`src/rtl/pe_pkg.sv`:
```
package pe_pkg;
    localparam int SEL_W  = 2;
    localparam int PLANES = 1 << SEL_W;

    typedef enum logic [3:0] {
        OP_NOP   = 4'd0,
        OP_LDBIN = 4'd1,
        OP_LDMEM = 4'd2,
        OP_SHN   = 4'd3,
        OP_SHS   = 4'd4,
        OP_SHE   = 4'd5,
        OP_SHW   = 4'd6,
        OP_AND   = 4'd7,
        OP_OR    = 4'd8,
        OP_XOR   = 4'd9,
        OP_ANDN  = 4'd10,
        OP_STORE = 4'd11
    } pe_op_e;

    typedef enum logic [2:0] {
        WSRC_HOLD, WSRC_BIN, WSRC_MEM, WSRC_BELOW, WSRC_ABOVE, WSRC_LEFT, WSRC_RIGHT
    } wsrc_e;

    typedef enum logic [1:0] {
        ALU_AND, ALU_OR, ALU_XOR, ALU_ANDN
    } alu_e;

    typedef struct packed {
        wsrc_e            wsrc;
        logic             alu_en;
        alu_e             alu_op;
        logic             store_en;
        logic [SEL_W-1:0] sel;
    } pe_ctl_t;

    typedef struct packed {
        logic              work;
        logic              res;
        logic [PLANES-1:0] mem;
    } cell_st_t;
endpackage

```
`src/rtl/pe_decode.sv`:
```
module pe_decode
    import pe_pkg::*;
(
    input  logic             clk,
    input  logic             rst_n,
    input  logic             valid,
    input  logic [3:0]       op,
    input  logic [SEL_W-1:0] sel,
    output pe_ctl_t          ctl
);
    always_comb begin
        ctl          = '0;
        ctl.wsrc     = WSRC_HOLD;
        ctl.alu_op   = ALU_AND;
        ctl.sel      = sel;
        if (valid) begin
            case (op)
                OP_LDBIN: ctl.wsrc = WSRC_BIN;
                OP_LDMEM: ctl.wsrc = WSRC_MEM;
                OP_SHN:   ctl.wsrc = WSRC_BELOW;
                OP_SHS:   ctl.wsrc = WSRC_ABOVE;
                OP_SHE:   ctl.wsrc = WSRC_LEFT;
                OP_SHW:   ctl.wsrc = WSRC_RIGHT;
                OP_AND:   begin ctl.alu_en = 1'b1; ctl.alu_op = ALU_AND;  end
                OP_OR:    begin ctl.alu_en = 1'b1; ctl.alu_op = ALU_OR;   end
                OP_XOR:   begin ctl.alu_en = 1'b1; ctl.alu_op = ALU_XOR;  end
                OP_ANDN:  begin ctl.alu_en = 1'b1; ctl.alu_op = ALU_ANDN; end
                OP_STORE: ctl.store_en = 1'b1;
                default:  ;
            endcase
        end
    end

    AST_ONE_ACTION: assert property (@(posedge clk) disable iff (!rst_n) $onehot0({ctl.wsrc != WSRC_HOLD, ctl.alu_en, ctl.store_en}));
    AST_INVALID_IDLE: assert property (@(posedge clk) disable iff (!rst_n) !valid |-> (ctl.wsrc == WSRC_HOLD && !ctl.alu_en && !ctl.store_en));
endmodule

```
`src/rtl/pe_cell.sv`:
```
module pe_cell
    import pe_pkg::*;
#(
    parameter int PIX_W = 8
) (
    input  logic             clk,
    input  logic             rst_n,
    input  pe_ctl_t          ctl,
    input  logic [PIX_W-1:0] pix,
    input  logic [PIX_W-1:0] thr_lo,
    input  logic [PIX_W-1:0] thr_hi,
    input  logic             nb_below,
    input  logic             nb_above,
    input  logic             nb_left,
    input  logic             nb_right,
    input  logic             wr_en,
    input  logic [SEL_W-1:0] wr_sel,
    input  logic             wr_bit,
    output logic             work_o
);
    cell_st_t st_d, st_q;
    logic     bin_bit;
    logic     mem_bit;

    always_comb begin
        st_d    = st_q;
        bin_bit = (pix > thr_lo) && (pix < thr_hi);
        mem_bit = st_q.mem[ctl.sel];
        case (ctl.wsrc)
            WSRC_BIN:   st_d.work = bin_bit;
            WSRC_MEM:   st_d.work = mem_bit;
            WSRC_BELOW: st_d.work = nb_below;
            WSRC_ABOVE: st_d.work = nb_above;
            WSRC_LEFT:  st_d.work = nb_left;
            WSRC_RIGHT: st_d.work = nb_right;
            default:    ;
        endcase
        if (ctl.alu_en) begin
            case (ctl.alu_op)
                ALU_AND:  st_d.res = st_q.work & mem_bit;
                ALU_OR:   st_d.res = st_q.work | mem_bit;
                ALU_XOR:  st_d.res = st_q.work ^ mem_bit;
                default:  st_d.res = st_q.work & ~mem_bit;
            endcase
        end
        if (ctl.store_en) st_d.mem[ctl.sel] = st_q.res;
        if (wr_en)        st_d.mem[wr_sel]  = wr_bit;
    end

    always_ff @(posedge clk) begin
        if (!rst_n) st_q <= '0;
        else        st_q <= st_d;
    end

    assign work_o = st_q.work;

    AST_SHIFT_NORTH: assert property (@(posedge clk) disable iff (!rst_n) ctl.wsrc == WSRC_BELOW |=> st_q.work == $past(nb_below));
    AST_SHIFT_WEST: assert property (@(posedge clk) disable iff (!rst_n) ctl.wsrc == WSRC_RIGHT |=> st_q.work == $past(nb_right));
    AST_ALU_KEEPS: assert property (@(posedge clk) disable iff (!rst_n) (ctl.alu_en && !wr_en) |=> ($stable(st_q.work) && $stable(st_q.mem)));
    AST_STORE_WB: assert property (@(posedge clk) disable iff (!rst_n) (ctl.store_en && !(wr_en && wr_sel == ctl.sel)) |=> st_q.mem[$past(ctl.sel)] == $past(st_q.res));
    AST_IDLE_HOLD: assert property (@(posedge clk) disable iff (!rst_n) (ctl.wsrc == WSRC_HOLD && !ctl.alu_en && !ctl.store_en && !wr_en) |=> $stable(st_q));
    AST_PORT_WINS: assert property (@(posedge clk) disable iff (!rst_n) wr_en |=> st_q.mem[$past(wr_sel)] == $past(wr_bit));
endmodule

```
`src/rtl/pe_projection.sv`:
```
module pe_projection #(
    parameter int ROWS = 8,
    parameter int COLS = 8,
    localparam int N   = ROWS * COLS
) (
    input  logic [N-1:0]    plane,
    output logic [ROWS-1:0] row_or,
    output logic [COLS-1:0] col_or
);
    for (genvar r = 0; r < ROWS; r++) begin : g_row
        assign row_or[r] = |plane[r*COLS +: COLS];
    end

    always_comb begin
        col_or = '0;
        for (int r = 0; r < ROWS; r++) begin
            for (int c = 0; c < COLS; c++) begin
                col_or[c] = col_or[c] | plane[r*COLS + c];
            end
        end
    end
endmodule

```
`src/rtl/pe_morph_array.sv`:
```
module pe_morph_array
    import pe_pkg::*;
#(
    parameter int ROWS  = 8,
    parameter int COLS  = 8,
    parameter int PIX_W = 8,
    localparam int N    = ROWS * COLS
) (
    input  logic               clk,
    input  logic               rst_n,
    input  logic               instr_valid,
    input  logic [3:0]         instr_op,
    input  logic [SEL_W-1:0]   instr_sel,
    input  logic [PIX_W-1:0]   thr_lo,
    input  logic [PIX_W-1:0]   thr_hi,
    input  logic [N*PIX_W-1:0] pix_in,
    input  logic               img_wr_en,
    input  logic [SEL_W-1:0]   img_wr_sel,
    input  logic [N-1:0]       img_wr_data,
    output logic [N-1:0]       work_plane,
    output logic [ROWS-1:0]    row_proj,
    output logic [COLS-1:0]    col_proj
);
    pe_ctl_t      ctl;
    logic [N-1:0] work_w;

    pe_decode i_decode (
        .clk   (clk),
        .rst_n (rst_n),
        .valid (instr_valid),
        .op    (instr_op),
        .sel   (instr_sel),
        .ctl   (ctl)
    );

    for (genvar r = 0; r < ROWS; r++) begin : g_r
        for (genvar c = 0; c < COLS; c++) begin : g_c
            localparam int IDX = r*COLS + c;
            logic below_b, above_b, left_b, right_b;

            if (r == ROWS-1) begin : g_bot
                assign below_b = 1'b0;
            end else begin : g_nbot
                assign below_b = work_w[IDX + COLS];
            end
            if (r == 0) begin : g_top
                assign above_b = 1'b0;
            end else begin : g_ntop
                assign above_b = work_w[IDX - COLS];
            end
            if (c == 0) begin : g_lft
                assign left_b = 1'b0;
            end else begin : g_nlft
                assign left_b = work_w[IDX - 1];
            end
            if (c == COLS-1) begin : g_rgt
                assign right_b = 1'b0;
            end else begin : g_nrgt
                assign right_b = work_w[IDX + 1];
            end

            pe_cell #(.PIX_W(PIX_W)) i_cell (
                .clk      (clk),
                .rst_n    (rst_n),
                .ctl      (ctl),
                .pix      (pix_in[IDX*PIX_W +: PIX_W]),
                .thr_lo   (thr_lo),
                .thr_hi   (thr_hi),
                .nb_below (below_b),
                .nb_above (above_b),
                .nb_left  (left_b),
                .nb_right (right_b),
                .wr_en    (img_wr_en),
                .wr_sel   (img_wr_sel),
                .wr_bit   (img_wr_data[IDX]),
                .work_o   (work_w[IDX])
            );
        end
    end

    pe_projection #(.ROWS(ROWS), .COLS(COLS)) i_proj (
        .plane  (work_w),
        .row_or (row_proj),
        .col_or (col_proj)
    );

    assign work_plane = work_w;

    AST_PROJ_AGREE: assert property (@(posedge clk) disable iff (!rst_n) (|row_proj) == (|col_proj));
    AST_PROJ_EMPTY: assert property (@(posedge clk) disable iff (!rst_n) (work_plane == '0) == (row_proj == '0));
endmodule

```
`config.mk`:
```
export PLATFORM = sky130hd
export DESIGN_NAME = pe_morph_array
export DESIGN_NICKNAME = d
export VERILOG_FILES = /design/src/rtl/pe_pkg.sv /design/src/rtl/pe_decode.sv /design/src/rtl/pe_cell.sv /design/src/rtl/pe_projection.sv /design/src/rtl/pe_morph_array.sv
export SDC_FILE = /design/constraint.sdc
export NUM_CORES = 2
export LEC_CHECK = 0
export BUFFER_PORTS_ARGS = -buffer_cell sky130_fd_sc_hd__clkbuf_2
export CORE_ASPECT_RATIO = 1.2
export CORE_MARGIN = 4
export CORE_UTILIZATION = 44
export CTS_CLUSTER_SIZE = 40
export DETAILED_ROUTE_END_ITERATION = 6
export PLACE_DENSITY = 0.63
export SYNTH_ARGS = -nofsm -noshare
export SYNTH_HDL_FRONTEND = slang
export SYNTH_SLANG_ARGS = --single-unit
```
`constraint.sdc`:
```
create_clock -name clk -period 3.3 [get_ports clk]
set_input_delay 0.33 -clock clk [delete_from_list [all_inputs] [get_ports clk]]
set_output_delay 0.33 -clock clk [all_outputs]
set_load 0.005 [all_outputs]
```
==> metrics <==
status=complete, no violations; post-route ant nets=0; overall die width=293 µm; Worst setup SP type=primary input; drt via density=about 6.2; nets=between 7000 and 8000; worst r2r path cells=6; CTS resizes=0; CP top delay family=compound AO/OA/AOI/OAI gates; number of max-cap violations=0; final wirelength=181 mm; Critical Path End Type=register; I/O pins=684; clk buf depth=3; fmax=386 MHz; Area Overhead vs Synth=14.5%; largest family of logic cells by synthesized area=adder cells; placement row count=125; EDFF count, synth=0; Placement Setup Slack=around 0.38 ns; syn avg cell area=8.59 µm²; Worst-Margin Slew=1.28 ns; P_sw=4.81 mW; port bufs=a little under 700; Critical Path AT=2.96 ns; post-DP HPWL=about 140 mm; top cells by area, synth=ha_1 30%, dfxtp_1 18%, a21oi_1 7.3%; Yosys reg bits=384; WP buf/inv=3; post-CTS setup repair buffer count=0; post-synth design cell area=43000 µm²; count of cell types in the netlist=66; post-synthesis mux area share=0.0932; initial antenna violation count=62; power per cell area=between 200 and 300 nW/µm²; post-synthesis cell count=5001; share of cells above drive strength 1=0.175; DR iter-0 viols=~3900; Reg power frac=0.355; Rel. slew slack=0.144; TritonCTS Sinks=between 300 and 400; Post-Syn Nets=6632; vias in the first global route=40855; ys async rst share=0; DRC violations left=0; Clock power frac=0.331; slowest stage delay, CP=0.98 ns; warning count from the yosys run=0; internal cell power=9.43 mW; Synth Area in Compound Gates=0.243; Seq/Total Area, Yosys=0.179; Die ar.=103000 µm²; Root Buffer=clkbuf_16; Pwr Total=14.2 mW; DP Area=47700 µm²; Core Region=~97000 µm²; first drt pass iteration count=7; final setup violation count=0; CTS H-tree depth=2; Placed Cells=6757; Reg clk slew, reported paths=approximately 0.060 ns; vias post-DR=42930; Total Routing Usage GR=0.334; Setup WS post-layout=0.713 ns; Post-Synth XOR/XNOR Area=0.0132; Hold Worst Slack=0.0909 ns; Post-Synth Adder-Cell Area=0.299; Pleak=21.6 nW; total gr overflow=0; drt wl/cell=26.3 µm; combinational share of power=0.314; fin cells=6885; worst-path cell chain=clkbuf_2 -> inv_2 -> buf_4 -> ha_1 -> nand4_1 -> a21oi_1 -> a211oi_1 -> o22ai_1; worst-path fanout max=16; Die Span Y=roughly 350 µm; area leader, netlist=ha_1; Finished Cell Area=49200 µm²; Post-CTS Hold Fix Bufs=0; Num CTS Buffers=40; post-synth top area share=0.299; Initial Utilization=0.444; CP Data Required Time=around 3.7 ns; largest net degree at the start of global routing=331; Hold WC Path Type=primary input to register; Crit path depth=8; TritonCTS clock tree=done; Final Skew=between 0.015 and 0.02 ns; Pins Over Slew Limit=0; hold path depth=3; crit path kind=primary input to register; Final GP Congestion=1.03; Peak VDD IR=279 µV; Final Core Density=0.508; Final Hold Vio Count=0; simple-gate portion of the synthesized area=0.111; Switching Share=0.338; highest-delay cell along the critical path=a211oi_1; clk_lat worst skew=0.57 ns; min Tclk post-route=2.59 ns; first-pass GRT wire length=264 mm; period utilization=0.784; RSZ-0062 raised after global routing=false; Main synth FF type=dfxtp_1; sum of negative setup slack=0 ns
==> metal layers <==
metal  up-vias  routed length (µm)  global-route usage
met3       546               16800              0.0822
met2      1883               78100               0.520
li1      20176                   -                   -
met5         -                 133                   0
met1     20307               72300               0.415
met4        18               13500               0.207
==> synthesized netlist by cell type, types with 4 or more instances <==
library cell / number
ha_1: 1027
a21oi_1: 624
o21ai_0: 441
dfxtp_1: 384
mux2i_1: 256
inv_1: 240
nand2_1: 175
clkbuf_1: 174
nor2_1: 146
nand4_1: 133
a21o_1: 131
nand2b_1: 120
nand3_1: 105
a31oi_1: 87
o211ai_1: 87
a211oi_1: 78
buf_4: 70
mux4_2: 64
nor2b_1: 64
o22ai_1: 64
xnor2_1: 64
nor3_1: 54
nor4_1: 45
buf_2: 44
a221oi_1: 43
nor3b_1: 36
o21bai_1: 35
a221o_1: 30
a22oi_1: 30
a2111oi_0: 23
buf_6: 18
a211o_1: 11
a21boi_0: 10
buf_1: 10
a22o_1: 8
a222oi_1: 6
buf_12: 6
o221ai_1: 6
o21a_1: 5
nand4b_1: 4
==> state kept, by name, indices dropped and copies added (netlist names) <==
signal	count
g_r.g_c.i_cell.st_q	320
g_r.g_c.i_cell.work_o	64
==> placed cells by master, fill, tap and decap left out, types with 131 or more instances in the layout <==
cell	Yosys	layout
o21ai_0	441	441
a21oi_1	624	624
nand4_1	133	133
a21o_1	131	131
ha_1	1027	1024
nand2_1	175	175
dfxtp_1	384	384
clkbuf_2	0	678
mux2i_1	256	256
nor2_1	146	146
inv_1	240	226
==> logic make-up after synthesis <==
logic type                 Yosys count
AOI/OAI and AO/OA                 1736
adders and majority gates         1027
and+or+nand+nor                    905
buffers and inverters              564
DFF                                384
muxes                              320
xor gates and xnor gates            65
==> area by class of cell <==
| class | count | area, µm² |
|---|---|---|
| diodes | 57 | 143 |
| clock buffers | 55 | 1170 |
| clock inverters | 16 | 178 |
| fillers | 9391 | 47600 |
| inverters | 241 | 905 |
| multi-input cells | 4053 | 32700 |
| flip-flops and latches | 384 | 7690 |
| well taps | 1270 | 1590 |
| repair buffers | 809 | 4860 |
==> power groups by stage <==
stage | clock network, mW | logic, mW | registers (mW)
floorplan | 0 | 2.77 | 5.05
global placement | 0 | 4.27 | 5.14
detailed placement | 0 | 4.41 | 5.15
CTS | 4.77 | 4.43 | 5.05
global route | 4.94 | 5.05 | 5.07
finish | 4.71 | 4.48 | 5.05
==> worst register-to-register path, cell delays in order, from the launching register on <==
cell and delay, ns:
dfxtp_1 0.44, inv_1 0.23, nor2_1 0.17, a21oi_1 0.20, o221ai_1 0.27, a221oi_1 0.45, o22ai_1 0.14
==> worst paths after layout <==
path / start / end / slack [ns]
setup reg to reg: g_r[3].g_c[3].i_cell.work_o / g_r[3].g_c[4].i_cell.work_o / 1.26
setup / recovery: thr_lo[4] / g_r[0].g_c[0].i_cell.work_o / 0.71
hold / removal: img_wr_data[11] / g_r[1].g_c[3].i_cell.st_q[3] / 0.09
hold reg to reg: g_r[1].g_c[5].i_cell.st_q[1] / g_r[1].g_c[5].i_cell.st_q[1] / 0.54
(Power assumes the default switching activity.)
